**src/rtl/adc_pretrig_pkg.sv**
```systemverilog
package adc_pretrig_pkg;

  // How a single slot decides to fire.
  typedef enum logic [1:0] {
    SRC_OFF   = 2'd0,
    SRC_CMP   = 2'd1,
    SRC_CHAIN = 2'd2
  } fire_src_e;

  function automatic int unsigned idx_width(input int unsigned n);
    return (n > 1) ? $clog2(n) : 1;
  endfunction

endpackage

```
**src/rtl/apt_dly_bank.sv**
```systemverilog
module apt_dly_bank #(
  parameter int unsigned NUM_PRE = 8,
  parameter int unsigned DLY_W   = 16,
  parameter int unsigned IDX_W   = 3
) (
  input  logic                            clk,
  input  logic                            rst_n,
  input  logic                            wr_en,
  input  logic [IDX_W-1:0]                wr_idx,
  input  logic [DLY_W-1:0]                wr_val,
  input  logic                            load_ok,
  output logic [NUM_PRE-1:0][DLY_W-1:0]   dly_act
);

  for (genvar gi = 0; gi < NUM_PRE; gi++) begin : g_entry
    logic [DLY_W-1:0] shadow_q, shadow_d;
    logic             shadow_en;
    logic [DLY_W-1:0] act_q, act_d;

    always_comb begin
      shadow_en = wr_en && (wr_idx == IDX_W'(gi));
      shadow_d  = wr_val;
      act_d     = shadow_q;
    end

    always_ff @(posedge clk or negedge rst_n) begin
      if (!rst_n) begin
        shadow_q <= '0;
      end else if (shadow_en) begin
        shadow_q <= shadow_d;
      end
    end

    always_ff @(posedge clk or negedge rst_n) begin
      if (!rst_n) begin
        act_q <= '0;
      end else if (load_ok) begin
        act_q <= act_d;
      end
    end

    assign dly_act[gi] = act_q;
  end

endmodule

```
**src/rtl/apt_slot.sv**
```systemverilog
module apt_slot
  import adc_pretrig_pkg::*;
#(
  parameter int unsigned DLY_W = 16
) (
  input  logic             clk,
  input  logic             rst_n,
  input  logic             en,
  input  logic             use_cmp,
  input  logic             use_chain,
  input  logic [DLY_W-1:0] cnt_val,
  input  logic             cnt_start,
  input  logic [DLY_W-1:0] dly,
  input  logic             prev_done,
  input  logic             own_done,
  output logic             fire,
  output logic             pend
);

  fire_src_e src;
  logic      armed_q, armed_d, arm_upd;
  logic      out_q, out_d, out_upd;
  logic      hit;

  always_comb begin
    if (!en)            src = SRC_OFF;
    else if (use_chain) src = SRC_CHAIN;
    else if (use_cmp)   src = SRC_CMP;
    else                src = SRC_OFF;

    hit = (src == SRC_CMP) && (armed_q || cnt_start) && (cnt_val == dly);

    case (src)
      SRC_CHAIN: fire = prev_done;
      SRC_CMP:   fire = hit;
      default:   fire = 1'b0;
    endcase

    arm_upd = cnt_start | hit;
    armed_d = (armed_q | cnt_start) & ~hit;

    pend    = out_q & ~own_done;
    out_upd = own_done | fire;
    out_d   = pend | fire;
  end

  always_ff @(posedge clk or negedge rst_n) begin
    if (!rst_n) begin
      armed_q <= 1'b0;
    end else if (arm_upd) begin
      armed_q <= armed_d;
    end
  end

  always_ff @(posedge clk or negedge rst_n) begin
    if (!rst_n) begin
      out_q <= 1'b0;
    end else if (out_upd) begin
      out_q <= out_d;
    end
  end

endmodule

```
**src/rtl/apt_flags.sv**
```systemverilog
module apt_flags #(
  parameter int unsigned NUM_PRE = 8
) (
  input  logic               clk,
  input  logic               rst_n,
  input  logic [NUM_PRE-1:0] fire,
  input  logic [NUM_PRE-1:0] err_set,
  input  logic               wr_en,
  input  logic [NUM_PRE-1:0] cf_wdata,
  input  logic [NUM_PRE-1:0] ef_wdata,
  output logic [NUM_PRE-1:0] cf,
  output logic [NUM_PRE-1:0] ef
);

  logic [NUM_PRE-1:0] cf_q, cf_d, ef_q, ef_d;
  logic               cf_upd, ef_upd;

  always_comb begin
    cf_upd = wr_en | (|fire);
    ef_upd = wr_en | (|err_set);
    cf_d   = (wr_en ? (cf_q & cf_wdata) : cf_q) | fire;
    ef_d   = (wr_en ? (ef_q & ef_wdata) : ef_q) | err_set;
  end

  always_ff @(posedge clk or negedge rst_n) begin
    if (!rst_n) begin
      cf_q <= '0;
    end else if (cf_upd) begin
      cf_q <= cf_d;
    end
  end

  always_ff @(posedge clk or negedge rst_n) begin
    if (!rst_n) begin
      ef_q <= '0;
    end else if (ef_upd) begin
      ef_q <= ef_d;
    end
  end

  assign cf = cf_q;
  assign ef = ef_q;

endmodule

```
**src/rtl/adc_pretrig_chan.sv**
```systemverilog
module adc_pretrig_chan
  import adc_pretrig_pkg::*;
#(
  parameter int unsigned NUM_PRE = 8,
  parameter int unsigned DLY_W   = 16,
  localparam int unsigned IDX_W  = idx_width(NUM_PRE)
) (
  input  logic               clk,
  input  logic               rst_n,
  input  logic [DLY_W-1:0]   cnt_val,
  input  logic               cnt_start,
  input  logic [NUM_PRE-1:0] conv_done,
  input  logic               cfg_we,
  input  logic [NUM_PRE-1:0] cfg_en,
  input  logic [NUM_PRE-1:0] cfg_os,
  input  logic [NUM_PRE-1:0] cfg_bb,
  input  logic               dly_we,
  input  logic [IDX_W-1:0]   dly_idx,
  input  logic [DLY_W-1:0]   dly_val,
  input  logic               load_ok,
  input  logic               flag_we,
  input  logic [NUM_PRE-1:0] match_keep,
  input  logic [NUM_PRE-1:0] err_keep,
  input  logic               seq_err_ie,
  output logic [IDX_W-1:0]   pre_sel,
  output logic               pre_vld,
  output logic               chan_trig,
  output logic [NUM_PRE-1:0] match_flag,
  output logic [NUM_PRE-1:0] err_flag,
  output logic               seq_err_irq
);

  // Mode masks, live one clock after the write.
  logic [NUM_PRE-1:0] en_q, os_q, bb_q;

  always_ff @(posedge clk or negedge rst_n) begin
    if (!rst_n) begin
      en_q <= '0;
      os_q <= '0;
      bb_q <= '0;
    end else if (cfg_we) begin
      en_q <= cfg_en;
      os_q <= cfg_os;
      bb_q <= cfg_bb;
    end
  end

  logic [NUM_PRE-1:0][DLY_W-1:0] dly_act;

  apt_dly_bank #(
    .NUM_PRE (NUM_PRE),
    .DLY_W   (DLY_W),
    .IDX_W   (IDX_W)
  ) u_dly (
    .clk     (clk),
    .rst_n   (rst_n),
    .wr_en   (dly_we),
    .wr_idx  (dly_idx),
    .wr_val  (dly_val),
    .load_ok (load_ok),
    .dly_act (dly_act)
  );

  logic [NUM_PRE-1:0] fire, pend, busy, err_set;

  for (genvar gi = 0; gi < NUM_PRE; gi++) begin : g_slot
    localparam int unsigned PREV = (gi == 0) ? NUM_PRE - 1 : gi - 1;

    apt_slot #(
      .DLY_W (DLY_W)
    ) u_slot (
      .clk       (clk),
      .rst_n     (rst_n),
      .en        (en_q[gi]),
      .use_cmp   (os_q[gi]),
      .use_chain (bb_q[gi]),
      .cnt_val   (cnt_val),
      .cnt_start (cnt_start),
      .dly       (dly_act[gi]),
      .prev_done (conv_done[PREV]),
      .own_done  (conv_done[gi]),
      .fire      (fire[gi]),
      .pend      (pend[gi])
    );
  end

  assign busy = pend | fire;

  // A slot overlaps when any lower slot is still busy.
  for (genvar gi = 0; gi < NUM_PRE; gi++) begin : g_err
    localparam logic [NUM_PRE-1:0] BELOW = (NUM_PRE'(1) << gi) - NUM_PRE'(1);
    assign err_set[gi] = fire[gi] & (|(busy & BELOW));
  end

  apt_flags #(
    .NUM_PRE (NUM_PRE)
  ) u_flags (
    .clk      (clk),
    .rst_n    (rst_n),
    .fire     (fire),
    .err_set  (err_set),
    .wr_en    (flag_we),
    .cf_wdata (match_keep),
    .ef_wdata (err_keep),
    .cf       (match_flag),
    .ef       (err_flag)
  );

  // Lowest firing index wins the select lines.
  logic [IDX_W-1:0] sel_d, sel_q;
  logic             any_fire, vld_q, trig_q;

  always_comb begin
    sel_d = '0;
    for (int i = NUM_PRE - 1; i >= 0; i--) begin
      if (fire[i]) sel_d = IDX_W'(i);
    end
    any_fire = |fire;
  end

  always_ff @(posedge clk or negedge rst_n) begin
    if (!rst_n) begin
      sel_q  <= '0;
      vld_q  <= 1'b0;
      trig_q <= 1'b0;
    end else begin
      sel_q  <= sel_d;
      vld_q  <= any_fire;
      trig_q <= any_fire;
    end
  end

  assign pre_sel     = sel_q;
  assign pre_vld     = vld_q;
  assign chan_trig   = trig_q;
  assign seq_err_irq = seq_err_ie & (|err_flag);

endmodule

```
**config.mk**
```make
export PLATFORM = sky130hd
export DESIGN_NAME = adc_pretrig_chan
export DESIGN_NICKNAME = d
export VERILOG_FILES = /design/src/rtl/adc_pretrig_pkg.sv /design/src/rtl/apt_dly_bank.sv /design/src/rtl/apt_slot.sv /design/src/rtl/apt_flags.sv /design/src/rtl/adc_pretrig_chan.sv
export SDC_FILE = /design/constraint.sdc
export NUM_CORES = 1
export LEC_CHECK = 0
export BUFFER_PORTS_ARGS = -buffer_cell sky130_fd_sc_hd__buf_2
export CORE_UTILIZATION = 40
export CTS_CLUSTER_DIAMETER = 80
export DETAILED_ROUTE_END_ITERATION = 10
export PLACE_DENSITY = 0.56
export REMOVE_ABC_BUFFERS = 1
export SLEW_MARGIN = 20
export SYNTH_ARGS = -nofsm -noshare
export SYNTH_HDL_FRONTEND = slang
export SYNTH_SLANG_ARGS = --single-unit
```
**constraint.sdc**
```tcl
create_clock -name clk -period 4.75 [get_ports clk]
set_clock_uncertainty 0.1 [all_clocks]
set_input_delay 0.2375 -clock clk [delete_from_list [all_inputs] [get_ports clk]]
set_output_delay 0.2375 -clock clk [all_outputs]
set_load 0.005 [all_outputs]
```
Word-level counts from Yosys, hierarchy flattened
Cells that the tools add are included.
{"block": "classes", "n_eq_ne": 31, "n_mux": 42, "bitwise": 75, "reduce_logical": 42}
{"operator": "$eq 16x16->1", "n": 8}
{"operator": "$mux 2", "n": 16}
{"operator": "$or 1x1->1", "n": 32}
{"operator": "$logic_and 1x1->1", "n": 24}
{"operator": "$mux 3", "n": 8}
{"operator": "$and 1x1->1", "n": 23}
{"operator": "$and 8x8->8", "n": 2}
{"operator": "$eq 2x1->1 const B", "n": 8}
{"operator": "$eq 2x2->1 const B", "n": 8}
{"operator": "$mux 8", "n": 2}
{"operator": "$or 8x8->8", "n": 2}
{"operator": "$pmux 1 s2", "n": 8}
{"operator": "$reduce_or 8->1", "n": 2}
{"operator": "$not 1->1", "n": 15}
{"operator": "$reduce_or 7->1", "n": 2}
{"operator": "$eq 3x3->1 const B", "n": 4}
{"operator": "$logic_or 1x1->1", "n": 8}
{"operator": "$mux 1", "n": 8}
{"operator": "$or 7x7->7", "n": 1}
{"operator": "$eq 3x2->1 const B", "n": 2}
{"operator": "$reduce_or 6->1", "n": 1}
{"operator": "$reduce_or 5->1", "n": 1}
{"operator": "$reduce_or 4->1", "n": 1}
{"operator": "$eq 3x1->1 const B", "n": 1}
{"operator": "3 further kinds", "n": 3}
{"block": "totals", "register_bits": 315, "input_bits": 91, "output_inout_bits": 22, "word_cells": 228}

Depth between registers and ports, before layout
{"block": "logic_depth", "depth_word": 15, "depth_mapped": 10, "mapped_depth_nobuf": 10}

Hierarchy
A second synthesis with hierarchy kept.
{"block": "unflattened", "hier_cells": 989, "hier_area_um2": 14089.8}
{"module": "apt_dly_bank", "n_inst": 1, "cells_per_inst": 549, "area_per_inst_um2": 9628.0, "seq_area_each_um2": 6406.1}
{"module": "apt_slot", "n_inst": 8, "cells_per_inst": 38, "area_per_inst_um2": 330.3, "seq_area_each_um2": 50.0}
{"module": "adc_pretrig_chan", "n_inst": 1, "cells_per_inst": 87, "area_per_inst_um2": 1187.4, "seq_area_each_um2": 700.7}
{"module": "apt_flags", "n_inst": 1, "cells_per_inst": 49, "area_per_inst_um2": 631.9, "seq_area_each_um2": 400.4}

Worst setup path after synthesis
OpenSTA, ideal clock, no wires.
{"block": "synth_timing", "kind": "input to register", "start": "input port cnt_val[10]", "end": "register sel_q[1], in the netlist pre_sel[1]", "setup_ns": 0.124, "arrival_time_ns": 1.725, "t_required_ns": 4.526, "path_slack_ns": 2.801, "stages": 8, "n_path_buf": 1, "path_cell_list": "buf_2 -> xor2_1 -> nor4_1 -> o2111ai_1 -> o31a_1 -> nor2b_4 -> a21boi_1 -> o31a_1"}
{"block": "synth_via", "elab_chain_len": 11, "elab_cells_between_ends": 32, "cone_classes": "eq/ne (8); mux (16); reduce/logical (8)"}
{"item": "start: declaration", "line_no": "adc_pretrig_chan.sv:10", "rtl": "input logic [DLY_W-1:0] cnt_val,"}
{"item": "$eq 16x16->1", "line_no": "apt_slot.sv:31", "rtl": "hit = (src == SRC_CMP) && (armed_q || cnt_start) && (cnt_val == dly);"}
{"item": "$logic_and 1x1->1", "line_no": "apt_slot.sv:31"}
{"item": "$pmux 1 s2", "line_no": "apt_slot.sv:33", "rtl": "case (src)"}
{"item": "$mux 3 (7 in a row)", "line_no": "adc_pretrig_chan.sv:116", "rtl": "if (fire[i]) sel_d = IDX_W'(i);"}
{"item": "$mux 3 (*)", "line_no": "adc_pretrig_chan.sv:116"}
{"item": "net sel_d[1]", "line_no": "adc_pretrig_chan.sv:110", "rtl": "logic [IDX_W-1:0] sel_d, sel_q;"}
{"item": "end signal: assignment", "line_no": "adc_pretrig_chan.sv:127", "rtl": "sel_q <= sel_d;"}
{"item": "end: declaration", "line_no": "adc_pretrig_chan.sv:110"}
The timed path passes the listed nets; every way through them passes the cells marked *.
A chain may end at the register's enable or synchronous reset.

Worst setup path in the final report
{"block": "layout_timing", "start": "register u_dly.g_entry[2].act_q[12]", "end": "register sel_q[0], in the netlist pre_sel[0]"}
{"block": "layout_via", "elab_chain_len": 6}
{"item": "start: declaration", "line_no": "apt_dly_bank.sv:18", "rtl": "logic [DLY_W-1:0] act_q, act_d;"}
{"item": "start signal: assignment", "line_no": "apt_dly_bank.sv:38", "rtl": "act_q <= act_d;"}
{"item": "$eq 16x16->1", "line_no": "apt_slot.sv:31"}
{"item": "$logic_and 1x1->1", "line_no": "apt_slot.sv:31"}
{"item": "$pmux 1 s2", "line_no": "apt_slot.sv:33"}
{"item": "$mux 3 (3 in a row)", "line_no": "adc_pretrig_chan.sv:116"}
{"item": "net sel_d[0]", "line_no": "adc_pretrig_chan.sv:110"}
The timed path passes the listed nets, and every way through them passes these cells.

==> metrics.yaml <==
drtIter0Drc: 381
yosys-top-cells-area: "dfrtp_1 (57%), mux2_2 (23%), xnor2_1 (4.4%)"
endpoint_kind: "register"
routed_wl_mm: 33.08
crit_fanout: 6
cts_buffer_depth: 3
worstSetupPathType: "register to register"
io_buffers: 112
p_leak_nw: 7.241
cp_data_required_time_ps: 5020
syn_area_sq_um: 13820
via_count: 8218
place_congestion: 0.7524
drt_first_pass_iters: 4
synthSimpleGateAreaFrac: 0.05133
syn_area_per_cell_sq_um: 13.74
maxCapViolations: 0
hpwl_mm: 21.89
power_density_nw_per_um2: 454.3
status: "finished clean"
hold_viol_final: 0
yosysTopAreaCellShare: 0.5703
rows: 67
synth_adder_area_share: 0.01448
hold_path_end: "u_dly.g_entry[1].act_d[10]$_DFFE_PN0P_"
core_area_sq_um: 33780
hold_path_depth: 2
yosysSeqAreaShare: 0.5703
register_area_sq_um: 7883
hold_path.class: "input pin to register"
worst_slack_ps: 2147
dieArea_sq_um: 35300
antennaDiodeCount: 0
cts_sinks: 315
clock.fmax_ghz: 0.3842
clk_latency_ps: 510
setup_viol: 0
cts_made_buffers: 36
reg2reg_to: "pre_sel[0]$_DFF_PN0_"
crit_arrival_ps: 2870
synth_top_family_by_area: "multiplexers"
crit_path_start: "u_dly.g_entry[2].act_q[12]$_DFFE_PN0P_"
die_y_um: 187.9
drtAntennaViolNets: 0
synth_xor_area_frac: 0.08112
cts_tree: "yes"
muxShareOfSynthArea: 0.2281
crit_buf_inv: 0
cts_resized: 0
setup_tns_ps: 0
cp_cell_sequence: "xnor2_1 > nand4_1 > nor3_1 > nand2_1 > a21oi_1 > or3_1 > o221ai_1"
drive_above_1_share: 0.3897
rsz0062_at_grt: "false"
synth_compound_area_frac: 0.02870
reg2reg_from: "u_dly.g_entry[2].act_q[12]$_DFFE_PN0P_"
multi_input_area_sq_um: 5592
synth_seq_cells: 315
antenna_found_initial: 0
nNetsFinal: 1276
grt_max_degree: 130
ios: 113
final_util: 0.4849
yosys_warnings: 0
overflow: 0
die_x_um: 187.9
postCtsSetupBuffers: 0
finalCritPeriodShare: 0.5480
grt_pass1_vias: 8632
via_per_inst: 5.023
drc: 0
r2r_slack_ps: 2150
power_mw: 7.443
critPathMaxStageDelay_ps: 550
path_clk_slew_ps: 60
start_util: 0.4091
critPathTopFamily: "simple AND/OR/NAND/NOR gates"
ff2ff_path_depth: 7
yosysTopAreaCell: "dfrtp_1"
cts.root.buffer_cell: "clkbuf_16"
hp-start: "dly_val[10]"
worstSetupStartpointType: "register"
dp_cells: 1530
syn2layout_area_growth_pct: 18.54
holdWs_ps: 12.36
synth_flop_cell: "dfrtp_1"
dp_worst_setup_slack_ps: 2065
stdcell_count: 1636
irDropWorstVdd_mv: 0.3269
syn_inst: 1006
fin_area_sq_um: 16380
grt_pass1_wl_mm: 51.89
async_flop_share: 1.000
min_period_ps: 2603
finalMaxSlewViolations: 0
slew_headroom: 0.2671
worst_pin_slew_ps: 1099
synth_edf_count: 0
post_drt_wl_per_cell_um: 20.22
htreeDepth: 2
dpl_cell_area_sq_um: 14820
grtUsageTotal: 0.1937
fillers: 3010
cpMaxStageDelayCell: "nor3_1"
ys_types: 46
-- layout by cell type (no fill, tap or decap), drive strengths merged, types with 3 or more instances in the layout --
master and count:
nor2 10, nand2b 8, dlygate4sd3 49, inv 29, xor2 58, nand2 42
xnor2 70, clkinv 3, nand4 19, o21a 8, o21ai 28, mux2 280
nand3 8, nor3 16, clkbuf 51, buf 124, a31oi 3, nand4b 3
a21o 3, a21oi 5, nor4 14, dfrtp 315, ha 16
-- synth_stat cells, drive strengths merged, types with 3 or more instances --
cell type,count
buf,21
nand4,19
dfrtp,315
clkbuf,27
inv,27
xnor2,70
nor4,14
a31oi,3
nor2,10
a21o,3
nor3,16
nand2,42
mux2,280
o21ai,28
ha,16
nand4b,3
nand3,8
a21oi,5
nand2b,8
o21a,8
xor2,58
-- sequential cells by signal (all words and copies together), names as in the netlist --
register,flops
u_dly.g_entry.act_d,128
g_slot.u_slot.out_q,7
pre_sel,3
g_slot.u_slot.armed_q,8
pre_vld,1
os_q,8
u_flags.ef,8
u_dly.g_entry.act_q,128
en_q,8
bb_q,8
u_flags.cf,8
-- cells by family (layout without fill, tap and decap cells) --
| kind of cell | Yosys count | count (layout) |
|---|---|---|
| flops | 315 | 315 |
| mux | 280 | 280 |
| simple gates | 132 | 132 |
| xor+xnor | 128 | 128 |
| buf+inv | 75 | 257 |
| compound gates | 60 | 60 |
| fa+ha+maj | 16 | 16 |
-- what timing repair did --
| item | in CTS | in global routing |
|---|---|---|
| setup endpoints to repair | 0 | 0 |
| hold buffers | 49 | 0 |
| hold endpoints to repair | 162 | 0 |
-- layer usage --
| layer | track usage | share of wire | up-vias |
|---|---|---|---|
| li1 | - | - | 3823 |
| met1 | 0.2634 | 0.47 | 4220 |
| met2 | 0.3281 | 0.49 | 131 |
| met3 | 0.02433 | 0.026 | 44 |
| met4 | 0.04722 | 0.019 | 0 |
| met5 | 0 | 0 | - |
-- worst max path at each step --
stage / cells past startpoint / slack, ps / end
floorplan: 2 / 2690 / u_dly.g_entry[4].act_d[0]$_DFFE_PN0P_
global placement: 8 / 2100 / pre_sel[1]$_DFF_PN0_
detailed placement: 8 / 2060 / pre_sel[1]$_DFF_PN0_
CTS: 7 / 2140 / pre_sel[1]$_DFF_PN0_
global route: 7 / 2040 / pre_sel[2]$_DFF_PN0_
finish: 7 / 2150 / pre_sel[0]$_DFF_PN0_
-- area by class of cell --
| type | count | share of cell area |
|---|---|---|
| clock buffers | 51 | 0.06278 |
| clock inverters | 6 | 0.002444 |
| inverters | 27 | 0.006186 |
| multi-input cells | 616 | 0.3413 |
| flip-flops and latches | 315 | 0.4811 |
| well taps | 448 | 0.03421 |
| repair buffers | 173 | 0.07194 |
-- power by group --
group / switching [mW] / leakage, nW / internal (mW)
Clock: 1.04 / 0.523 / 1.50
Combinational: 0.580 / 2.92 / 0.733
Sequential: 0.329 / 3.79 / 3.26
Total: 1.95 / 7.24 / 5.49
(Power assumes the default switching activity.)
